File: config.mk
export PLATFORM = sky130hd
export DESIGN_NAME = copro_mul
export DESIGN_NICKNAME = d
export VERILOG_FILES = /design/src/rtl/mulcp_pkg.sv /design/src/rtl/mulcp_decode.sv /design/src/rtl/mulcp_datapath.sv /design/src/rtl/copro_mul.sv
export SDC_FILE = /design/constraint.sdc
export NUM_CORES = 1
export LEC_CHECK = 0
export ABC_AREA = 1
export BUFFER_PORTS_ARGS = -buffer_cell sky130_fd_sc_hd__buf_4
export CORE_MARGIN = 1
export CORE_UTILIZATION = 49
export DETAILED_ROUTE_END_ITERATION = 8
export PLACE_DENSITY = 0.68
export SYNTH_ARGS = -nofsm -noshare
export SYNTH_HDL_FRONTEND = slang
export SYNTH_SLANG_ARGS = --single-unit
File: constraint.sdc
create_clock -name clk -period 4.2 [get_ports clk]
set_input_delay 0 -clock clk [delete_from_list [all_inputs] [get_ports clk]]
set_output_delay 0 -clock clk [all_outputs]
set_load 0.01 [all_outputs]
File: src/rtl/mulcp_pkg.sv
package mulcp_pkg;
    typedef enum logic [1:0] {
        OP_MUL    = 2'b00,
        OP_MULH   = 2'b01,
        OP_MULHSU = 2'b10,
        OP_MULHU  = 2'b11
    } mul_op_t;

    typedef enum logic [1:0] {
        ST_IDLE,
        ST_BUSY,
        ST_DONE,
        ST_SETTLE
    } mul_state_t;

    localparam logic [6:0] OPC_REG_REG = 7'b0110011;
    localparam logic [6:0] F7_MULDIV   = 7'b0000001;
endpackage

File: src/rtl/mulcp_decode.sv
module mulcp_decode
    import mulcp_pkg::*;
(
    input  logic [31:0] insn,
    output logic        hit,
    output mul_op_t     op,
    output logic        a_signed,
    output logic        b_signed,
    output logic        sel_hi
);
    logic unused_fields;

    always_comb begin
        unused_fields = ^{insn[24:15], insn[11:7]};
        hit      = (insn[6:0] == OPC_REG_REG) && (insn[31:25] == F7_MULDIV) && !insn[14];
        op       = mul_op_t'(insn[13:12]);
        a_signed = (op == OP_MULH) || (op == OP_MULHSU);
        b_signed = (op == OP_MULH);
        sel_hi   = (op != OP_MUL);
    end
endmodule

File: src/rtl/mulcp_datapath.sv
module mulcp_datapath #(
    parameter int XLEN = 32
) (
    input  logic              clk,
    input  logic              rst_n,
    input  logic              load,
    input  logic              step,
    input  logic [XLEN-1:0]   op_a,
    input  logic [XLEN-1:0]   op_b,
    input  logic              a_signed,
    input  logic              b_signed,
    output logic              last,
    output logic [2*XLEN-1:0] product
);
    localparam int PW = 2 * XLEN;
    localparam int CW = $clog2(XLEN);
    localparam logic [CW-1:0] CNT_LAST = CW'(XLEN - 1);

    logic [PW-1:0]   acc_q;
    logic [PW-1:0]   mcand_q;
    logic [XLEN-1:0] mplier_q;
    logic [CW-1:0]   cnt_q;
    logic            neg_top_q;
    logic [PW-1:0]   mcand_ext;
    logic [PW-1:0]   addend;

    always_comb begin
        mcand_ext = {{XLEN{a_signed & op_a[XLEN-1]}}, op_a};
        addend    = mplier_q[0] ? mcand_q : '0;
        last      = (cnt_q == CNT_LAST);
        product   = acc_q;
    end

    always_ff @(posedge clk) begin
        if (!rst_n) begin
            acc_q     <= '0;
            mcand_q   <= '0;
            mplier_q  <= '0;
            cnt_q     <= '0;
            neg_top_q <= 1'b0;
        end else if (load) begin
            acc_q     <= '0;
            mcand_q   <= mcand_ext;
            mplier_q  <= op_b;
            cnt_q     <= '0;
            neg_top_q <= b_signed;
        end else if (step) begin
            // top multiplier bit carries weight -2^(XLEN-1) when signed
            if (last && neg_top_q) acc_q <= acc_q - addend;
            else                   acc_q <= acc_q + addend;
            mcand_q  <= mcand_q << 1;
            mplier_q <= mplier_q >> 1;
            cnt_q    <= cnt_q + 1'b1;
        end
    end
endmodule

File: src/rtl/copro_mul.sv
module copro_mul
    import mulcp_pkg::*;
#(
    parameter int XLEN = 32
) (
    input  logic            clk,
    input  logic            rst_n,
    input  logic            cp_valid,
    input  logic [31:0]     cp_insn,
    input  logic [XLEN-1:0] cp_rs1,
    input  logic [XLEN-1:0] cp_rs2,
    output logic            cp_wr,
    output logic [XLEN-1:0] cp_rd,
    output logic            cp_hold,
    output logic            cp_done
);
    localparam int PW = 2 * XLEN;

    mul_state_t    state_q, state_d;
    mul_op_t       dec_op;
    logic          dec_hit, dec_as, dec_bs, dec_hi;
    logic          sel_hi_q;
    logic          accept, step, last;
    logic [PW-1:0] product;

    mulcp_decode u_dec (
        .insn     (cp_insn),
        .hit      (dec_hit),
        .op       (dec_op),
        .a_signed (dec_as),
        .b_signed (dec_bs),
        .sel_hi   (dec_hi)
    );

    assign accept = (state_q == ST_IDLE) && cp_valid && dec_hit;
    assign step   = (state_q == ST_BUSY) && cp_valid;

    mulcp_datapath #(.XLEN(XLEN)) u_dp (
        .clk      (clk),
        .rst_n    (rst_n),
        .load     (accept),
        .step     (step),
        .op_a     (cp_rs1),
        .op_b     (cp_rs2),
        .a_signed (dec_as),
        .b_signed (dec_bs),
        .last     (last),
        .product  (product)
    );

    always_comb begin
        state_d = state_q;
        unique case (state_q)
            ST_IDLE:   if (accept) state_d = ST_BUSY;
            ST_BUSY:   if (!cp_valid) state_d = ST_IDLE;
                       else if (last) state_d = ST_DONE;
            ST_DONE:   state_d = ST_SETTLE;
            ST_SETTLE: if (!cp_valid) state_d = ST_IDLE;
            default:   state_d = ST_IDLE;
        endcase
    end

    always_ff @(posedge clk) begin
        if (!rst_n) begin
            state_q  <= ST_IDLE;
            sel_hi_q <= 1'b0;
        end else begin
            state_q <= state_d;
            if (accept) sel_hi_q <= dec_hi;
        end
    end

    always_comb begin
        cp_hold = 1'b0;
        cp_done = 1'b0;
        cp_wr   = 1'b0;
        cp_rd   = '0;
        unique case (state_q)
            ST_IDLE:   ;
            ST_BUSY:   cp_hold = 1'b1;
            ST_DONE: begin
                cp_done = 1'b1;
                cp_wr   = 1'b1;
                cp_rd   = sel_hi_q ? product[PW-1:XLEN] : product[XLEN-1:0];
            end
            ST_SETTLE: ;
            default:   ;
        endcase
    end
endmodule

# ---- Yosys cells after proc, flatten, opt, wreduce, memory -nomap -nowiden
# Index checks and enable logic that the tools add are counted.
dict set report totals {
  ff_bits 169
  inputBits 99
  output_inout_bits 35
  elab_cells 51
}
dict set report classes {
  n_addsub 3
  eq_ne 11
  muxes 15
  bitwise_logic 2
  n_reduce_logical 13
}
# cell n
set op_table {}
lappend op_table {{two-way mux 64 bit} 4}
lappend op_table {{two-way mux 32 bit} 4}
lappend op_table {{adder 64 bit} 1}
lappend op_table {{subtractor 64 bit} 1}
lappend op_table {{two-way mux 2 bit} 4}
lappend op_table {{case mux 2 bit (4 select lines)} 1}
lappend op_table {{== test 7 x 1 -> 1 bit, second input constant} 1}
lappend op_table {{== test 7 x 6 -> 1 bit, second input constant} 1}
lappend op_table {{== test 2 bit, second input constant} 3}
lappend op_table {{logical AND 1 bit} 6}
lappend op_table {{adder 5 x 1 -> 5 bit, second input constant} 1}
lappend op_table {{== test 5 bit, second input constant} 1}
lappend op_table {{== test 2 x 1 -> 1 bit, second input constant} 2}
lappend op_table {{!= test 2 bit, second input constant} 2}
lappend op_table {{nonzero test 2 bit} 2}
lappend op_table {{!= test 3 x 2 -> 1 bit, second input constant} 1}
lappend op_table {{AND reduction 3 bit} 1}
lappend op_table {{logical NOT 2 bit} 1}
lappend op_table {{two-way mux 1 bit} 2}
lappend op_table {{OR reduction 2 bit} 1}
lappend op_table {{bitwise AND 1 bit} 1}
lappend op_table {{logical NOT 1 bit} 1}
lappend op_table {{logical OR 1 bit} 1}
lappend op_table {{inverter 1 bit} 1}

# ---- Logic depth before layout (Yosys ltp)
dict set report logic_depth {
  depth_word 6
  mapped_depth 31
}

# ---- By module
# From an unflattened synthesis, not the netlist that was laid out.
dict set report hier_totals {
  hier_cells 2823
  hier_area_um2 15808.9
}
# mod n_inst cells_per_inst area_per_inst_um2
set by_module_without_submodules {}
lappend by_module_without_submodules {mulcp_datapath 1 2657 14908.0}
lappend by_module_without_submodules {copro_mul 1 139 768.2}
lappend by_module_without_submodules {mulcp_decode 1 27 132.6}

# ---- Worst setup path before layout
# Ideal clock, no wire load.
dict set report synth_timing {
  path_kind {reg-to-reg}
  startpoint {register u_dp.cnt_q[0]}
  endpoint {register u_dp.acc_q[59] (netlist: u_dp.product[59])}
  t_arrival_ns 3.140
  required_time_ns 4.091
  path_slack_ns 0.951
  stages_incl_launch_ff 22
  path_buffers 2
  synth_period_minus_slack_ns 3.249
  cell_sequence {dfxtp_1 -> ha_1 -> and3_1 -> ha_1 -> nand2_1 -> buf_2 -> clkbuf_1 -> o31ai_1 -> xnor2_1 -> ha_1 -> nand2_1 -> nor2_1 -> inv_1 -> nor3_1 -> and2_1 -> nand2_1 -> nand2_1 -> nand2_1 -> nand3_1 -> nand3_1 -> nand2_1 -> inv_1}
}
dict set report synth_via {
  elab_chain_cells 3
}
# item line_no
set synth_rtl {}
lappend synth_rtl {{from (decl)} mulcp_datapath.sv:22} ;# logic [CW-1:0] cnt_q;
lappend synth_rtl {{from (signal assigned)} mulcp_datapath.sv:53} ;# cnt_q <= cnt_q + 1'b1;
lappend synth_rtl {{== test 5 bit} mulcp_datapath.sv:30} ;# last = (cnt_q == CNT_LAST);
lappend synth_rtl {{logical AND 1 bit} mulcp_datapath.sv:49} ;# if (last && neg_top_q) acc_q <= acc_q - addend;
lappend synth_rtl {{two-way mux 64 bit} mulcp_datapath.sv:49}
lappend synth_rtl {{to (signal assigned)} mulcp_datapath.sv:49}
lappend synth_rtl {{to (signal assigned)} mulcp_datapath.sv:50} ;# else acc_q <= acc_q + addend;
lappend synth_rtl {{to (decl)} mulcp_datapath.sv:19} ;# logic [PW-1:0] acc_q;
# No other way between the ends.
# A chain may end at the register's enable or synchronous reset.

# ---- Final worst setup path
dict set report layout_timing {
  startpoint {register u_dp.cnt_q[1]}
  endpoint {register u_dp.acc_q[55] (netlist: u_dp.product[55])}
}
# The elaborated chain is that of the path after synthesis.

==> metrics <==
CTS tree yes; Final Skew 18.0 ps; met1 Resource Use GR 0.450; antenna-violating nets left 0; Area Overhead vs Synth 17.5%; GR Util met3 0.0465; largest net degree at the start of global routing 75; Yosys top cell area share 0.227; Syn Area/Cell 5.85 sq um; vias per inst around 5.3; Post-DP HPWL 39900 microns; CP most frequent cell nand2_1; worst-path cell with the longest stage delay ha_1; 1st-pass router iterations 5; number of flops mapped to enable cells by yosys 0; clock root buffer clkbuf_16; DIE HEIGHT 176 microns; top post-synthesis cells by area dfxtp_1 (23%), nand2_1 (20%), inv_1 (11%); Yosys top cell by area dfxtp_1; final setup slack of the worst path between 150 and 200 ps; Worst Path Required 4560 ps; top cells by count, synth nand2_1 (794), inv_1 (425), a21oi_1 (241), dfxtp_1 (169), nor2_1 (169); CTS Buffer Depth 2; die width 176 microns; unrepaired setup endpoints after global routing yes; Mapped Nets 2712; CP bufs+invs 7; Wirelength per Cell 17.0 microns; CTS clk-pin slew, worst paths approximately 70 ps; Setup crit end kind flop; worst-path maximum fanout 6; latest clock arrival within the worst-skew pair around 470 ps; total CTS buffers 17; Crit path largest cell delay ~350 ps; clock share of power 0.498; std cell rows 63; synth warn 0; NetSw 862 uW; via count of the first global-routing pass 15100; DR vias around 16000; Leakage Power 9.56 nW; Final Util 0.587; H-tree depth 4; WL final 52400 microns; Final GP Congestion 0.979; crit path DAT 4390 ps; status finished, final reports clean; busiest grt layer met2; Yosys reg bits about 170; I/O Pins 134; switching fraction of total power 0.247; Tot Pwr 3.49 mW; Core Area roughly 30000 sq um; DP Worst Slack 179 ps; grt total ovfl 0; Hold Fails Final Rpt 0; ant diodes 0; Initial Utilization 0.500; Final #Nets roughly 2900; max-cap violations 0; IO buf count 118; CP Class flop to flop; CTS Sinks 169; DR iter-0 viols 1413; Flop pwr share 0.458; post-route clock period utilization 0.961; Post-Syn Area 14900 sq um; pwr/cell area 200 nW/um^2; sequential share of the synthesized area 0.227; Rel. slew slack 0.224; crit start category flop; Comb pwr share 0.044; DRC 0; GRT met2 Usage 0.551; Worst VDD drop 0.000452 V; count leader, synth nand2_1; ys flop type dfxtp_1; die area 31100 sq um; first-pass GRT wire length 80900 microns; HP Class input pin to flop; internal power component 2.63 mW; family with the most delay on the worst path simple AND/OR/NAND/NOR gates; Cells after Synth 2544; ys async rst share 0; Slew Viols, Final 0; Slew @ Worst Pin approximately 1200 ps; Final Setup Violations 0; Final min period 4030 ps; total global-route track usage 0.339; proportion of layout cells with a drive suffix above 1 0.103; Distinct cells, synth 51; maximum achievable frequency 248 MHz; initial antenna violation count 0
layer usage:
metal / vias to the layer above / wire (microns)
met4: 0 / 2000
met2: 514 / 23800
met5: - / 0
met3: 90 / 2700
met1: 7520 / 23900
li1: 8311 / -
power groups by stage:
stage          logic (mW)  clock network [mW]  registers (mW)
2_1_floorplan      0.0265                   0            1.64
3_3_place_gp       0.0962                   0            1.64
3_5_place_dp       0.0977                   0            1.64
4_1_cts             0.149                1.75            1.60
5_1_grt             0.164                1.81            1.60
6_report            0.154                1.74            1.60
flip-flops by register name, indices dropped and copies added, names as in the netlist, named ones only:
| register | flops |
|---|---|
| sel_hi_q | 1 |
| state_q | 1 |
| u_dp.cnt_q | 5 |
| u_dp.mcand_q | 64 |
| u_dp.mplier_q | 32 |
| u_dp.neg_top_q | 1 |
| u_dp.product | 64 |
final timing paths:
| path | slack, ps | depth (start not counted) | end | startpoint |
|---|---|---|---|---|
| setup / recovery | 170 | 25 | u_dp.product[55] | u_dp.cnt_q[1] |
| setup reg to reg | 170 | 25 | u_dp.product[55] | u_dp.cnt_q[1] |
| hold / removal | 80 | 5 | u_dp.neg_top_q | cp_insn[13] |
| hold reg to reg | 460 | 2 | u_dp.neg_top_q | u_dp.neg_top_q |
logic make-up (layout without fill, tap and decap cells):
group           Yosys count  in the layout  share of synthesized area
simple gates           1179           1179                      0.332
fa+ha+maj                69             69                     0.0585
xor+xnor                 89             89                     0.0523
buf+inv                 524            681                      0.139
flops                   169            169                      0.227
compound gates          514            514                      0.191
repair_timing:
item | CTS | global route
buffers inserted | 0 | 4
endpoints found under the setup margin | 0 | 23
hold buffers | 70 | 0
gates resized for setup | 0 | 22
endpoints found under the hold margin | 100 | 0
cells in the final DEF, fill, tap and decap left out, types with 5 or more instances in the layout:
master,Yosys,routed
o21a_1,10,10
inv_1,425,424
nand2_4,10,11
nand4_1,13,13
nor2_4,5,6
a21oi_1,241,241
nand2_2,25,31
o21bai_1,21,21
inv_2,6,6
xnor2_1,26,25
xor2_1,63,62
clkbuf_16,0,17
nand3b_1,5,5
nor2_2,18,20
o21ai_1,4,5
a22oi_1,60,60
buf_4,2,140
nor2_1,169,166
nand2_1,794,787
nor3_1,18,14
dlygate4sd3_1,0,70
nor4_1,9,7
o21ai_0,165,164
inv_6,0,6
dfxtp_1,169,167
ha_1,68,67
nand3_1,100,100
final cells by class:
class / count / area (sq um)
clock inverters: 13 / 168
fillers: 3055 / 12300
inverters: 434 / 1640
multi-input cells: 1851 / 9530
repair buffers: 215 / 1840
well taps: 390 / 488
flip-flops and latches: 169 / 3390
clock buffers: 19 / 453
tightest hold or removal path, cell delays in order:
cell     delay, ps
buf_4           80
inv_1           50
ha_1           170
o21ai_0        150
a21oi_1         40
metrics by stage:
stage	hold slack [ps]	cells	TNS [ps]	instance area, sq um
4_1_cts	63.4	3087	0	17400
5_1_grt	91.5	3091	-42.0	17500
3_3_place_gp	271	2985	0	16100
2_1_floorplan	148	2544	0	14900
3_5_place_dp	276	2985	0	16100
6_report	76.3	3091	0	17500
(Power assumes the default switching activity.)
